===== src/rtl/ais_pkg.sv =====
package ais_pkg;

    typedef enum logic [2:0] {
        ST_ARM,
        ST_WAIT_FR_RISE,
        ST_WAIT_FR_FALL,
        ST_WAIT_BC_RISE,
        ST_WAIT_BC_FALL,
        ST_COUNT,
        ST_RUN
    } seq_state_e;

    typedef enum logic [1:0] {
        SPD_NORMAL   = 2'd0,
        SPD_DOUBLE   = 2'd1,
        SPD_QUAD     = 2'd2,
        SPD_QUAD_ALT = 2'd3
    } speed_e;

    typedef struct packed {
        speed_e speed;
        logic   master;
    } seq_cfg_t;

    localparam int unsigned PIN_FRAME = 0;
    localparam int unsigned PIN_BIT   = 1;
    localparam int unsigned NUM_PINS  = 2;

    function automatic int unsigned umax(input int unsigned a, input int unsigned b);
        return (a > b) ? a : b;
    endfunction

    function automatic int unsigned umin(input int unsigned a, input int unsigned b);
        return (a < b) ? a : b;
    endfunction

endpackage


===== src/rtl/ais_edge_det.sv =====
module ais_edge_det #(
    parameter int unsigned NPIN = 2
) (
    input  logic            clk,
    input  logic            rst_n,
    input  logic [NPIN-1:0] pin,
    output logic [NPIN-1:0] rise,
    output logic [NPIN-1:0] fall
);

    generate
        for (genvar i = 0; i < NPIN; i++) begin : g_pin
            logic prev_q;

            always_ff @(posedge clk or negedge rst_n) begin
                if (!rst_n) begin
                    prev_q <= 1'b0;
                end else begin
                    prev_q <= pin[i];
                end
            end

            assign rise[i] = pin[i] & ~prev_q;
            assign fall[i] = ~pin[i] & prev_q;
        end
    endgenerate

endmodule


===== src/rtl/ais_frame_counter.sv =====
module ais_frame_counter
    import ais_pkg::*;
#(
    parameter int unsigned CW         = 15,
    parameter int unsigned CNT_NS_MST = 4131,
    parameter int unsigned CNT_DS_MST = 8259,
    parameter int unsigned CNT_QS_MST = 16515,
    parameter int unsigned CNT_NS_SLV = 4134,
    parameter int unsigned CNT_DS_SLV = 8262,
    parameter int unsigned CNT_QS_SLV = 16518
) (
    input  logic     clk,
    input  logic     rst_n,
    input  logic     run,
    input  logic     tick,
    input  seq_cfg_t cfg,
    output logic     done
);

    logic [CW-1:0] cnt_q;
    logic [CW-1:0] target;

    // target frame count from captured speed class and role
    always_comb begin
        unique case (cfg.speed)
            SPD_NORMAL: target = cfg.master ? CW'(CNT_NS_MST) : CW'(CNT_NS_SLV);
            SPD_DOUBLE: target = cfg.master ? CW'(CNT_DS_MST) : CW'(CNT_DS_SLV);
            default:    target = cfg.master ? CW'(CNT_QS_MST) : CW'(CNT_QS_SLV);
        endcase
    end

    always_ff @(posedge clk or negedge rst_n) begin
        if (!rst_n) begin
            cnt_q <= '0;
        end else if (!run) begin
            cnt_q <= '0;
        end else if (tick) begin
            cnt_q <= cnt_q + 1'b1;
        end
    end

    assign done = run && tick && (cnt_q == target - 1'b1);

endmodule


===== src/rtl/ais_word_gate.sv =====
module ais_word_gate #(
    parameter int unsigned DW  = 24,
    parameter int unsigned NCH = 2
) (
    input  logic              pass,
    input  logic [NCH*DW-1:0] din,
    output logic [NCH*DW-1:0] dout
);

    generate
        for (genvar c = 0; c < NCH; c++) begin : g_chan
            assign dout[c*DW +: DW] = pass ? din[c*DW +: DW] : '0;
        end
    endgenerate

endmodule


===== src/rtl/adc_init_seq.sv =====
module adc_init_seq
    import ais_pkg::*;
#(
    parameter int unsigned DW         = 24,
    parameter int unsigned NCH        = 2,
    parameter int unsigned CNT_NS_MST = 4131,
    parameter int unsigned CNT_DS_MST = 8259,
    parameter int unsigned CNT_QS_MST = 16515,
    parameter int unsigned CNT_NS_SLV = 4134,
    parameter int unsigned CNT_DS_SLV = 8262,
    parameter int unsigned CNT_QS_SLV = 16518
) (
    input  logic              clk,
    input  logic              pdn_n,
    input  logic              frame_clk,
    input  logic              bit_clk,
    input  logic [1:0]        speed_sel,
    input  logic              master_mode,
    input  logic              i2s_fmt,
    input  logic [NCH*DW-1:0] smp_in,
    output logic [NCH*DW-1:0] smp_out,
    output logic              ready
);

    localparam int unsigned CNT_MAX = umax(umax(umax(CNT_NS_MST, CNT_DS_MST), umax(CNT_QS_MST, CNT_NS_SLV)),
                                           umax(CNT_DS_SLV, CNT_QS_SLV));
    localparam int unsigned CNT_MIN = umin(umin(umin(CNT_NS_MST, CNT_DS_MST), umin(CNT_QS_MST, CNT_NS_SLV)),
                                           umin(CNT_DS_SLV, CNT_QS_SLV));
    localparam int unsigned CW      = $clog2(CNT_MAX + 1);

    seq_state_e          state_q, state_d;
    seq_cfg_t            cfg_q;
    logic [NUM_PINS-1:0] pins, pin_rise, pin_fall;
    logic                count_en, cnt_done, pass_en;

    assign pins[PIN_FRAME] = frame_clk;
    assign pins[PIN_BIT]   = bit_clk;

    ais_edge_det #(.NPIN(NUM_PINS)) u_edges (
        .clk   (clk),
        .rst_n (pdn_n),
        .pin   (pins),
        .rise  (pin_rise),
        .fall  (pin_fall)
    );

    // state register
    always_ff @(posedge clk or negedge pdn_n) begin
        if (!pdn_n) begin
            state_q <= ST_ARM;
        end else begin
            state_q <= state_d;
        end
    end

    // configuration captured on the arming edge
    always_ff @(posedge clk or negedge pdn_n) begin
        if (!pdn_n) begin
            cfg_q <= '{speed: SPD_NORMAL, master: 1'b0};
        end else if (state_q == ST_ARM) begin
            cfg_q <= '{speed: speed_e'(speed_sel), master: master_mode};
        end
    end

    // next state
    always_comb begin
        state_d = state_q;
        unique case (state_q)
            ST_ARM: begin
                if (master_mode)  state_d = ST_COUNT;
                else if (i2s_fmt) state_d = ST_WAIT_FR_FALL;
                else              state_d = ST_WAIT_FR_RISE;
            end
            ST_WAIT_FR_RISE: if (pin_rise[PIN_FRAME]) state_d = ST_COUNT;
            ST_WAIT_FR_FALL: if (pin_fall[PIN_FRAME]) state_d = ST_WAIT_BC_RISE;
            ST_WAIT_BC_RISE: if (pin_rise[PIN_BIT])   state_d = ST_WAIT_BC_FALL;
            ST_WAIT_BC_FALL: if (pin_fall[PIN_BIT])   state_d = ST_COUNT;
            ST_COUNT:        if (cnt_done)            state_d = ST_RUN;
            ST_RUN:          state_d = ST_RUN;
            default:         state_d = ST_ARM;
        endcase
    end

    // outputs decoded from state
    always_comb begin
        count_en = 1'b0;
        pass_en  = 1'b0;
        unique case (state_q)
            ST_COUNT: count_en = 1'b1;
            ST_RUN:   pass_en  = 1'b1;
            default: ;
        endcase
    end

    assign ready = pass_en;

    ais_frame_counter #(
        .CW         (CW),
        .CNT_NS_MST (CNT_NS_MST),
        .CNT_DS_MST (CNT_DS_MST),
        .CNT_QS_MST (CNT_QS_MST),
        .CNT_NS_SLV (CNT_NS_SLV),
        .CNT_DS_SLV (CNT_DS_SLV),
        .CNT_QS_SLV (CNT_QS_SLV)
    ) u_count (
        .clk   (clk),
        .rst_n (pdn_n),
        .run   (count_en),
        .tick  (pin_rise[PIN_FRAME]),
        .cfg   (cfg_q),
        .done  (cnt_done)
    );

    ais_word_gate #(.DW(DW), .NCH(NCH)) u_gate (
        .pass (pass_en),
        .din  (smp_in),
        .dout (smp_out)
    );

endmodule


===== config.mk =====
export PLATFORM = sky130hd
export DESIGN_NAME = adc_init_seq
export DESIGN_NICKNAME = d
export VERILOG_FILES = /design/src/rtl/ais_pkg.sv /design/src/rtl/ais_edge_det.sv /design/src/rtl/ais_frame_counter.sv /design/src/rtl/ais_word_gate.sv /design/src/rtl/adc_init_seq.sv
export SDC_FILE = /design/constraint.sdc
export NUM_CORES = 1
export LEC_CHECK = 0
export CAP_MARGIN = 20
export CORE_MARGIN = 3
export CORE_UTILIZATION = 39
export DETAILED_ROUTE_END_ITERATION = 12
export MAX_ROUTING_LAYER = met4
export PLACE_DENSITY = 0.83
export SLEW_MARGIN = 5
export SYNTH_ARGS = -nofsm -noshare
export SYNTH_HDL_FRONTEND = slang
export SYNTH_SLANG_ARGS = --single-unit

===== constraint.sdc =====
create_clock -name clk -period 3.6 [get_ports clk]
set_clock_uncertainty 0.1 [all_clocks]
set_input_delay 0.72 -clock clk [delete_from_list [all_inputs] [get_ports clk]]
set_output_delay 0.72 -clock clk [all_outputs]
set_load 0.02 [all_outputs]

# Word level (Yosys, flattened, before mapping)
# Cells that the tools add are included.
word_totals:
  ff_bits: 23
  input_bits: 56
  out_inout_bits: 49
op_classes:
  n_addsub: 2
  n_eq_ne: 14
  muxes: 18
  bitwise: 8
  n_reduce_logical: 5
op_table:
  columns: ["cell", "count"]
  rows:
  - ["$mux 24", 2]
  - ["$mux 15", 2]
  - ["$pmux 15 s2", 1]
  - ["$mux 3", 9]
  - ["$pmux 3 s7", 1]
  - ["$add 15x1->15 const B", 1]
  - ["$eq 15x15->1", 1]
  - ["$sub 15x1->15 const B", 1]
  - ["$ne 2x2->1 const B", 5]
  - ["$eq 3x3->1 const B", 3]
  - ["$eq 3x2->1 const B", 2]
  - ["$reduce_and 5->1", 1]
  - ["$and 1x1->1", 4]
  - ["$not 1->1", 4]
  - ["$eq 3x1->1 const B", 1]
  - ["$logic_not 3->1", 1]
  - ["$eq 2x1->1 const B", 1]
  - ["$logic_and 1x1->1", 2]
  - ["$logic_not 2->1", 1]
  - ["$mux 1", 2]
  - ["$mux 2", 1]
  - ["$ne 2x1->1 const B", 1]

# Depth between registers and ports, before layout
logic_depth:
  word_depth: 7
  depth_mapped: 6
  mapped_depth_nobuf: 5

# Hierarchy
# A second synthesis with hierarchy kept.
unflattened:
  hier_cells: 196
  area_unflattened_um2: 1754.2
by_module_without_submodules:
  columns: ["mod", "instances", "cells_each", "area_per_inst_um2", "seq_area_each_um2"]
  rows:
  - ["ais_frame_counter", 1, 97, 918.4, 375.4]
  - ["adc_init_seq", 1, 40, 380.4, 150.1]
  - ["ais_word_gate", 1, 53, 370.4, 0.0]
  - ["ais_edge_det", 1, 6, 85.1, 50.0]

# Least setup slack after synthesis
# Ideal clock, no wire load.
synth_timing:
  path_type: "register to output"
  from: "register state_q[0]"
  to: "output port smp_out[10]"
  t_arrival_ns: 1.341
  slack_ns: 1.439
  stages_incl_launch_ff: 5
  n_path_buf: 1
  path_cell_list: "dfrtp_1 -> inv_2 -> and3_1 -> clkbuf_1 -> and2_1"
synth_between:
  elab_chain_cells: 3
synth_lines:
  columns: ["item", "line_no", "source"]
  rows:
  - ["start: declaration", "adc_init_seq.sv:31", "seq_state_e state_q, state_d;"]
  - ["start signal: assignment", "adc_init_seq.sv:52", "state_q <= state_d;"]
  - ["$eq 3x3->1", "adc_init_seq.sv:88", "unique case (state_q)"]
  - ["$mux 1", "adc_init_seq.sv:88", null]
  - ["net ready", "adc_init_seq.sv:22", "output logic ready"]
  - ["$mux 24", "ais_word_gate.sv:12", "assign dout[c*DW +: DW] = pass ? din[c*DW +: DW] : '0;"]
  - ["end: declaration", "adc_init_seq.sv:21", "output logic [NCH*DW-1:0] smp_out,"]
# The timed path passes the listed nets, and every way through them passes these cells.

# Worst setup path after layout
layout_timing:
  from: "register state_q[0]"
  to: "output port smp_out[42]"
layout_between:
  elab_chain_cells: 3
layout_lines:
  columns: ["item", "line_no"]
  rows:
  - ["$eq 3x3->1", "adc_init_seq.sv:88"]
  - ["$mux 1", "adc_init_seq.sv:88"]
  - ["$mux 24", "ais_word_gate.sv:12"]
# No other way between the ends.

==> run metrics <==
status finished, final reports clean; register area between 500 and 600 µm²; post-synthesis net count about 240; cts repair resizes 0; CTS Buffer Depth 2; Synth Area in Adders 0.00787; Routed WL between 4 and 5 mm; crit path time final a little under 3 ns; largest net degree at the start of global routing 50; Clk Latency, worst-skew pair 0.26 ns; Synth Area in Compound Gates 0.0780; Final setup viols 0; chip height between 60 and 70 µm; post-synth design cell area between 1500 and 2000 µm²; Congestion Overflow GR 0; Post-Synthesis Cells 179; Worst Tran Pin Value about 0.57 ns; CP max FO 49; Port Buffers 104; Initial Util 0.418; # hold bufs at CTS 0; Crit Path Category flop to primary output; ANT cells 0; Worst-path clk slew ~0.080 ns; drt drc 0; Max Cap Viol 0; nets@finish roughly 340; Multi-input gate area around 930 µm²; Static Leak around 0.0011 µW; H-tree depth 1; hold crit path type flop to flop; total CTS buffers 3; CP required ~2.8 ns; Layout area overhead 70.4%; Netlist cell types 45; fraction of layout cells with a size suffix above 1 0.0647; YS warnings 0; CP Capture Type primary output; core area ~3800 µm²; post-synthesis sequential area ratio 0.362; final setup TNS 0 ns; Post-Synth Simple-Gate Area 0.404; WP data arrival between 2 and 2.5 ns; commonest non-fill, non-tap cell in the layout clkdlybuf4s50_1; Iter 0 DRT Violations 61; Synth Flop Type dfrtp_1; Initial DRT Pass Iterations 5; Tcrit/Tclk final 0.820; via count about 1600; first-pass GRT wire length 7.82 mm; vias in the first global route approximately 1500; post-DR vias/cell 4.96; slew margin rel. 0.622; crit start category flop; number of flops mapped to enable cells by yosys 0; hold slack 0.455 ns; DP HPWL around 3.9 mm; CTS tree built; Final GP Congestion slightly above 0.9; Total GRT Usage 0.204; ys async rst share 1.00; largest family of logic cells by synthesized area simple AND/OR/NAND/NOR gates; commonest non-fill, non-tap cells in the layout clkdlybuf4s50_1 (104), and2_1 (48), dfrtp_1 (23); initial antenna violation count 0; proportion of synthesized area in mux cells 0.0339; Top Ports about 110; Root Buffer clkbuf_8; # fillers 300; row count 22; die footprint roughly 4900 µm²; Avg Inst Size Synth 8.88 µm²; synthesized flop and latch total 23; RSZ-0062 raised after global routing false; Fin. Hold Viols 0; post-synthesis xor/xnor area fraction 0.0606; VDD IR max between 0.3 and 0.4 mV; Pins Over Slew Limit 0; Die Span X about 70 µm; Sink Count 23; number of setup buffers added after CTS 0; PwrDens ~250 nW/µm²; drt wl/cell around 15 µm; f_max ~0.34 GHz; Antenna Nets Post-Route 0
critical path, cell delays in order (launching register included):
cell,delay (ns)
dfrtp_1,0.45
inv_2,0.13
and3_1,0.16
buf_4,0.32
and2_1,0.19
clkdlybuf4s50_1,0.62
cell usage after synthesis (3+ instances only):
| master | number | area share |
|---|---|---|
| mux2_2 | 3 | 0.021 |
| nand4_1 | 4 | 0.016 |
| o21ai_0 | 3 | 0.0094 |
| nand3_1 | 4 | 0.013 |
| dfrtp_1 | 23 | 0.36 |
| xnor2_1 | 9 | 0.050 |
| clkbuf_1 | 5 | 0.012 |
| buf_2 | 3 | 0.0094 |
| nor3_1 | 5 | 0.016 |
| and2_1 | 48 | 0.19 |
| nand2_1 | 6 | 0.014 |
| inv_1 | 5 | 0.012 |
| nor2_1 | 14 | 0.033 |
| a21oi_1 | 4 | 0.013 |
| nor4_1 | 4 | 0.016 |
path summary, 6_finish.rpt:
kind	from	to	slack, ns	cells past startpoint
max	state_q[0]$_DFFE_PN0P_	smp_out[42]	0.65	5
min in group asynchronous	pdn_n	u_count.cnt_q[9]$_DFFE_PN0P_	0.60	1
max reg2reg	u_edges.g_pin[0].prev_q$_DFF_PN0_	state_q[0]$_DFFE_PN0P_	1.86	4
min	cfg_q[1]$_DFFE_PN0P_	cfg_q[1]$_DFFE_PN0P_	0.45	1
min reg2reg	cfg_q[1]$_DFFE_PN0P_	cfg_q[1]$_DFFE_PN0P_	0.45	1
max in group asynchronous	pdn_n	u_count.cnt_q[0]$_DFFE_PN0P_	2.42	2
cell families (layout without fill, tap and decap cells):
| kind of cell | after synthesis | count (layout) |
|---|---|---|
| and+or+nand+nor | 104 | 104 |
| xor gates and xnor gates | 11 | 11 |
| AOI/OAI and AO/OA | 18 | 18 |
| DFF | 23 | 23 |
| buffers and inverters | 17 | 116 |
| adders and majority gates | 1 | 1 |
| muxes | 5 | 5 |
per-stage QoR:
stage	setup slack, ns	power, µW	instance area (µm²)	utilization	cells
after floorplan	1.44	431	1590	-	179
after global placement	0.867	517	2640	0.694	321
after detailed placement	0.855	524	2640	0.694	321
after CTS	0.645	683	2680	0.706	325
after global routing	0.509	724	2710	0.713	326
final	0.649	683	2710	0.713	326
state kept, by name, summed over array words and instances (netlist names):
signal                cells
u_edges.g_pin.prev_q      2
cfg_q                     3
u_count.cnt_q            15
state_q                   3
final cells by class:
| type | instances | area share |
|---|---|---|
| Timing Repair Buffer | 106 | 0.397 |
| Multi-Input combinational cell | 139 | 0.343 |
| Sequential cell | 23 | 0.213 |
| Tap cell | 48 | 0.0222 |
| Clock buffer | 4 | 0.0166 |
| Inverter | 6 | 0.00832 |
routing by layer:
layer,vias to the layer above,share of wire,wire [µm],track usage
met5,-,0,0,-
met4,0,0.0038,19,0.0255
met3,2,0.053,260,0.0348
met2,59,0.55,2700,0.381
met1,748,0.40,1960,0.232
li1,809,-,-,-
power breakdown:
group          total (µW)  leakage, µW  switching, µW  internal, µW
logic                 172     0.000794           67.8           104
registers             355     0.000292           62.2           292
clock network         156    0.0000228           77.5          78.9
total                 683      0.00111            208           475
No activity file was read; power rests on OpenSTA's default activity.
